<file path="config.mk">
export PLATFORM = sky130hd
export DESIGN_NAME = mpwake_uart_rx
export DESIGN_NICKNAME = d
export VERILOG_FILES = /design/src/rtl/mpwake_pkg.sv /design/src/rtl/mpw_bit_sampler.sv /design/src/rtl/mpw_rx_status.sv /design/src/rtl/mpwake_uart_rx.sv
export SDC_FILE = /design/constraint.sdc
export NUM_CORES = 1
export LEC_CHECK = 0
export CORE_ASPECT_RATIO = 0.5
export CORE_MARGIN = 1.5
export CORE_UTILIZATION = 57
export CTS_CLUSTER_DIAMETER = 80
export CTS_CLUSTER_SIZE = 16
export DETAILED_ROUTE_END_ITERATION = 10
export PLACE_DENSITY = 0.91
export SYNTH_ARGS = -nofsm -noshare
export SYNTH_HDL_FRONTEND = slang
export SYNTH_SLANG_ARGS = --single-unit
</file>
<file path="constraint.sdc">
create_clock -name clk -period 4.28 [get_ports clk]
set_input_delay 0.856 -clock clk [delete_from_list [all_inputs] [get_ports clk]]
set_output_delay 0.856 -clock clk [all_outputs]
set_load 0.03 [all_outputs]
</file>
<file path="src/rtl/mpwake_pkg.sv">
package mpwake_pkg;
  localparam int DATA_W = 8;

  typedef struct packed {
    logic [DATA_W-1:0] data;
    logic              flag;
    logic              stop_ok;
  } rx_frame_t;

  // start + data + mark + stop
  function automatic int frame_bits(input int dw);
    return dw + 3;
  endfunction

  // tick index within a bit at which the line is sampled
  function automatic int mid_tick(input int ovs);
    return ovs / 2 - 1;
  endfunction

  function automatic logic irq_rx(input logic en, input logic full, input logic armed);
    return en & full & ~armed;
  endfunction

  function automatic logic irq_err(input logic en, input logic fe, input logic oe, input logic armed);
    return en & (fe | oe) & ~armed;
  endfunction
endpackage

</file>
<file path="src/rtl/mpw_bit_sampler.sv">
module mpw_bit_sampler #(
  parameter int OVS = 16
) (
  input  logic                  clk,
  input  logic                  rst_n,
  input  logic                  baud_tick,
  input  logic                  rx_line,
  input  logic                  rx_en,
  output logic                  fr_valid,
  output mpwake_pkg::rx_frame_t fr
);
  import mpwake_pkg::*;

  localparam int CW    = $clog2(OVS);
  localparam int NBITS = frame_bits(DATA_W);
  localparam int IW    = $clog2(NBITS + 1);
  localparam logic [CW-1:0] MID  = CW'(mid_tick(OVS));
  localparam logic [CW-1:0] LAST = CW'(OVS - 1);

  logic              busy;
  logic [CW-1:0]     tcnt;
  logic [IW-1:0]     bidx;
  logic [DATA_W-1:0] shreg;
  logic              flag_q;

  // named events for assertions
  logic start_seen, sample_now;
  assign start_seen = rx_en && !busy && baud_tick && !rx_line;
  assign sample_now = rx_en && busy && baud_tick && (tcnt == MID);

  always_ff @(posedge clk or negedge rst_n) begin
    if (!rst_n) begin
      busy     <= 1'b0;
      tcnt     <= '0;
      bidx     <= '0;
      shreg    <= '0;
      flag_q   <= 1'b0;
      fr_valid <= 1'b0;
      fr       <= '0;
    end else begin
      fr_valid <= 1'b0;
      if (!rx_en) begin
        busy <= 1'b0;
      end else if (!busy) begin
        if (start_seen) begin
          busy <= 1'b1;
          tcnt <= '0;
          bidx <= '0;
        end
      end else if (baud_tick) begin
        tcnt <= (tcnt == LAST) ? '0 : tcnt + 1'b1;
        if (tcnt == LAST) bidx <= bidx + 1'b1;
        if (sample_now) begin
          if (bidx == '0) begin
            if (rx_line) busy <= 1'b0;           // glitch, not a start bit
          end else if (bidx <= IW'(DATA_W)) begin
            shreg <= {rx_line, shreg[DATA_W-1:1]};
          end else if (bidx == IW'(DATA_W + 1)) begin
            flag_q <= rx_line;
          end else begin
            busy       <= 1'b0;
            fr_valid   <= 1'b1;
            fr.data    <= shreg;
            fr.flag    <= flag_q;
            fr.stop_ok <= rx_line;
          end
        end
      end
    end
  end


  fr_single_pulse_chk: assert property (@(posedge clk) disable iff (!rst_n)
    fr_valid |=> !fr_valid);


  idle_when_off_chk: assert property (@(posedge clk) disable iff (!rst_n)
    !rx_en |=> !busy && !fr_valid);
endmodule

</file>
<file path="src/rtl/mpw_rx_status.sv">
module mpw_rx_status (
  input  logic                      clk,
  input  logic                      rst_n,
  input  logic                      rx_en,
  input  logic                      mp_mode,
  input  logic                      wake_set,
  input  logic                      wake_clr,
  input  logic                      rd_strobe,
  input  logic                      clr_fer,
  input  logic                      clr_ore,
  input  logic                      clr_mpbf,
  input  logic                      fr_valid,
  input  mpwake_pkg::rx_frame_t     fr,
  output logic [mpwake_pkg::DATA_W-1:0] rx_data,
  output logic                      data_full,
  output logic                      frame_err,
  output logic                      overrun,
  output logic                      mp_flag,
  output logic                      wake_en,
  output logic                      wake_active
);
  // named events
  logic frame_in, frame_drop, frame_acc, wake_hit, load_ok, overrun_ev, fer_ev;

  assign wake_active = wake_en && mp_mode;
  assign frame_in    = fr_valid && rx_en;
  assign frame_drop  = frame_in && wake_active && !fr.flag;
  assign frame_acc   = frame_in && !frame_drop;
  assign wake_hit    = frame_in && wake_active && fr.flag;
  assign load_ok     = frame_acc && !data_full;
  assign overrun_ev  = frame_acc && data_full;
  assign fer_ev      = frame_acc && !fr.stop_ok;

  always_ff @(posedge clk or negedge rst_n) begin
    if (!rst_n) begin
      rx_data   <= '0;
      data_full <= 1'b0;
      frame_err <= 1'b0;
      overrun   <= 1'b0;
      mp_flag   <= 1'b0;
      wake_en   <= 1'b0;
    end else begin
      if (rd_strobe) data_full <= 1'b0;
      if (load_ok) begin
        data_full <= 1'b1;
        rx_data   <= fr.data;
      end
      if (clr_fer) frame_err <= 1'b0;
      if (fer_ev)  frame_err <= 1'b1;
      if (clr_ore)    overrun <= 1'b0;
      if (overrun_ev) overrun <= 1'b1;
      if (clr_mpbf) mp_flag <= 1'b0;
      if (frame_acc && mp_mode && fr.flag) mp_flag <= 1'b1;
      if (wake_set) wake_en <= 1'b1;
      if (wake_clr || wake_hit) wake_en <= 1'b0;
    end
  end


  drop_hold_chk: assert property (@(posedge clk) disable iff (!rst_n)
    frame_drop && !rd_strobe && !clr_fer && !clr_ore |=>
      $stable(data_full) && $stable(frame_err) && $stable(overrun) && $stable(rx_data));


  wake_release_chk: assert property (@(posedge clk) disable iff (!rst_n)
    wake_hit && !wake_set |=> !wake_en && mp_flag);


  overrun_keep_chk: assert property (@(posedge clk) disable iff (!rst_n)
    overrun_ev && !clr_ore |=> overrun && $stable(rx_data));


  disabled_hold_chk: assert property (@(posedge clk) disable iff (!rst_n)
    !rx_en && !rd_strobe && !clr_fer && !clr_ore |=>
      $stable(data_full) && $stable(frame_err) && $stable(overrun));


  mode_off_keep_chk: assert property (@(posedge clk) disable iff (!rst_n)
    !mp_mode && !wake_set && !wake_clr |=> $stable(wake_en));
endmodule

</file>
<file path="src/rtl/mpwake_uart_rx.sv">
module mpwake_uart_rx #(
  parameter int OVS = 16
) (
  input  logic       clk,
  input  logic       rst_n,
  input  logic       baud_tick,
  input  logic       rx_line,
  input  logic       rx_en,
  input  logic       mp_mode,
  input  logic       wake_set,
  input  logic       wake_clr,
  input  logic       rx_irq_en,
  input  logic       rd_strobe,
  input  logic       clr_fer,
  input  logic       clr_ore,
  input  logic       clr_mpbf,
  output logic [7:0] rx_data,
  output logic       data_full,
  output logic       frame_err,
  output logic       overrun,
  output logic       mp_flag,
  output logic       wake_armed,
  output logic       rx_irq,
  output logic       err_irq
);
  import mpwake_pkg::*;

  logic      fr_valid;
  rx_frame_t fr;
  logic      wake_active;

  mpw_bit_sampler #(.OVS(OVS)) sampler_i (
    .clk(clk), .rst_n(rst_n), .baud_tick(baud_tick), .rx_line(rx_line),
    .rx_en(rx_en), .fr_valid(fr_valid), .fr(fr)
  );

  mpw_rx_status status_i (
    .clk(clk), .rst_n(rst_n), .rx_en(rx_en), .mp_mode(mp_mode),
    .wake_set(wake_set), .wake_clr(wake_clr), .rd_strobe(rd_strobe),
    .clr_fer(clr_fer), .clr_ore(clr_ore), .clr_mpbf(clr_mpbf),
    .fr_valid(fr_valid), .fr(fr), .rx_data(rx_data), .data_full(data_full),
    .frame_err(frame_err), .overrun(overrun), .mp_flag(mp_flag),
    .wake_en(wake_armed), .wake_active(wake_active)
  );

  assign rx_irq  = irq_rx(rx_irq_en, data_full, wake_active);
  assign err_irq = irq_err(rx_irq_en, frame_err, overrun, wake_active);
endmodule

</file>
==> flow_summary.toml <==
[placement]
dpl.hpwl_mm = 2.34
dp_slack_ps = 1180
dpl_cell_area_mm2 = 0.00216
port_buffers = 27
place_congestion = 0.775

[final_layout]
area_delta_synth_final_pct = 22.3
insertedDiodeCount = 0
nFillCells = 182
final_nets = 191
drive_gt1_frac = 0.234
fin_util = 0.745
fin_area_mm2 = 0.00227

[sta]
fin_crit_sh = 0.723
rsz0062_at_grt = "no"
finalMaxSlewViolations = 0
fin_ws_ps = 1190
tns_ps = 0
finalHoldViolCount = 0
relSlewSlack = 0.408
worst_pin_slew_ps = 889
holdWs_ps = 475
fmax_mhz = 323
min_period_ps = 3090
finClkSkew_ps = 2.06
setup_viol = 0

[routing]
drt-vias-per-instance = 5.56
totalWireLength_mm = 3.36
drt_iter0_drc = 29
wl_per_cell_um = 15.6
drc = 0
drtAntennaViolNets = 0
firstDrtPassIters = 4
via_count = 1195

[setup_path]
r2r-start = "sampler_i.tcnt[0]"
startpoint_type = "input port"
rr_worst_depth = 5
crit_type = "in2out"
cpPeakStageDelay_ps = 680
cp-end-kind = "primary output"
r2r_slack_ps = 2190
cp_max_fo = 2
critPathSlowestCell = "clkdlybuf4s50_1"
path_cells = "clkdlybuf4s50_1 > nand2_1 > nand2_1 > a21oi_1 > clkdlybuf4s50_1"
crit_required_ps = 3420
cp.arrival_ps = 2240
r2r-end = "sampler_i.fr[1]"

[clock_network]
cts.repair.resized = 0
cts_buffers = 5
clock_sinks = 42
path_clk_slew_ps = 80
holdBufCountCts = 0
clkLatencyLatePin_ps = 300
h-tree-depth = 2
cts_root_buffer = "clkbuf_8"
cts_buffer_depth = 2
post-cts-setup-buffers = 0
cts_tree = "built"

[die]
die_x_um = 83.7
die_area_mm2 = 0.00363
fp.coreArea_mm2 = 0.00305
num_rows = 14
start_util = 0.610
die_h_um = 43.4
io_pins = 28

[hold_path]
worstHoldStart = "sampler_i.fr[0]"
hold_depth = 1
min_path_type = "reg2reg"
min_to = "status_i.frame_err"

[yosys]
synth_flop_cell = "dfrtp_1"
synth_edf_count = 0
synth_top_area_cell = "dfrtp_1"
yosysUniqueCellTypes = 34
synth_area_mm2 = 0.00186
synth_fp_nets = 158
synth_commonest_cells = "42 x dfrtp_1, 19 x mux2_2, 11 x nand2_1"
synth.most_common_cell = "dfrtp_1"
ys_ff_latch = 42
ys_warn_count = 0
synth_top_area_share = 0.566
syn_area_per_cell_um2 = 13.2
yosysSeqAreaShare = 0.566
synth_area_leaders = "dfrtp_1 57%, mux2_2 12%, mux2_4 7.3%"
synthCells = 141
async_reset_ff_frac = 1.00

[power]
p_leak_nw = 1.09
p_per_area_mw_per_mm2 = 331
vdd_ir_drop_max_mv = 0.211

[flow_run]
max_cap_viol_count = 0

[global_route]
grt_pass1_vias = 1221
antenna_found_initial = 0
grt_usage = 0.211
grt_max_degree = 43
grt_pass1_wl_mm = 5.69
grt-ovfl-total = 0

[status]
status = "finished clean"
critical path, delay by kind of cell:
family,cells,cell delay (ps)
compound gates,1,110
buf+inv,2,1100
simple gates,2,170
cell usage in the layout, fill, tap and decap left out, types with 2 or more instances in the layout:
| cell type | netlist | routed |
|---|---|---|
| dfrtp_1 | 42 | 42 |
| clkdlybuf4s50_1 | 0 | 26 |
| mux2_2 | 19 | 19 |
| nand2_1 | 11 | 11 |
| inv_1 | 9 | 9 |
| mux2_4 | 9 | 9 |
| nor2_1 | 8 | 8 |
| o21ai_0 | 5 | 5 |
| clkbuf_8 | 0 | 5 |
| ha_1 | 4 | 4 |
| nor3_1 | 3 | 3 |
| xnor2_1 | 3 | 3 |
| a21oi_1 | 2 | 2 |
| nand3_1 | 2 | 2 |
| mux2i_1 | 2 | 2 |
| o22ai_1 | 2 | 2 |
metrics by stage:
step,std cells,power (mW)
global placement,207,0.445
global route,215,0.776
finish,215,0.753
floorplan,141,0.423
detailed placement,207,0.448
CTS,215,0.757
worst max-delay path by stage:
stage	start	endpoint	slack (ps)	depth (start not counted)
6_report	mp_mode	err_irq	1190	5
5_1_grt	mp_mode	err_irq	1110	5
4_1_cts	mp_mode	err_irq	1180	5
3_5_place_dp	mp_mode	err_irq	1180	5
3_3_place_gp	mp_mode	err_irq	1230	5
2_1_floorplan	mp_mode	err_irq	1960	3
logic make-up after synthesis:
group,share of synthesized area
DFF,0.566
and+or+nand+nor,0.103
muxes,0.199
AOI/OAI and AO/OA,0.0626
buffers and inverters,0.0242
xor gates and xnor gates,0.0189
adders and majority gates,0.0269
power by group:
group          internal [mW]  total (mW)  switching [mW]
registers              0.400       0.405         0.00483
clock network          0.174       0.313           0.139
logic                 0.0150      0.0345          0.0195
total                  0.589       0.753           0.163
registers in the layout, indices dropped and copies added, names as in the netlist:
name and flops:
status_i.rx_data 8, status_i.overrun 1, status_i.wake_en 1, sampler_i.tcnt 4
sampler_i.shreg 8, status_i.data_full 1, status_i.frame_err 1, sampler_i.busy 1
sampler_i.fr_valid 1, sampler_i.flag_q 1, sampler_i.fr 10, status_i.mp_flag 1
sampler_i.bidx 4
routing by layer:
metal,wire (µm),track usage
met4,102,0.108
met1,1520,0.256
met3,129,0.0762
met5,0,0
met2,1610,0.344
layout make-up:
cell class,count,area (µm²),area share
Inverter,9,33.8,0.0149
Multi-Input combinational cell,89,762,0.335
Clock inverter,2,37.5,0.0165
Tap cell,40,50.0,0.0220
Clock buffer,6,72.6,0.0319
Sequential cell,42,1050,0.463
Timing Repair Buffer,27,265,0.117
Power figures use the tool's default switching activity.
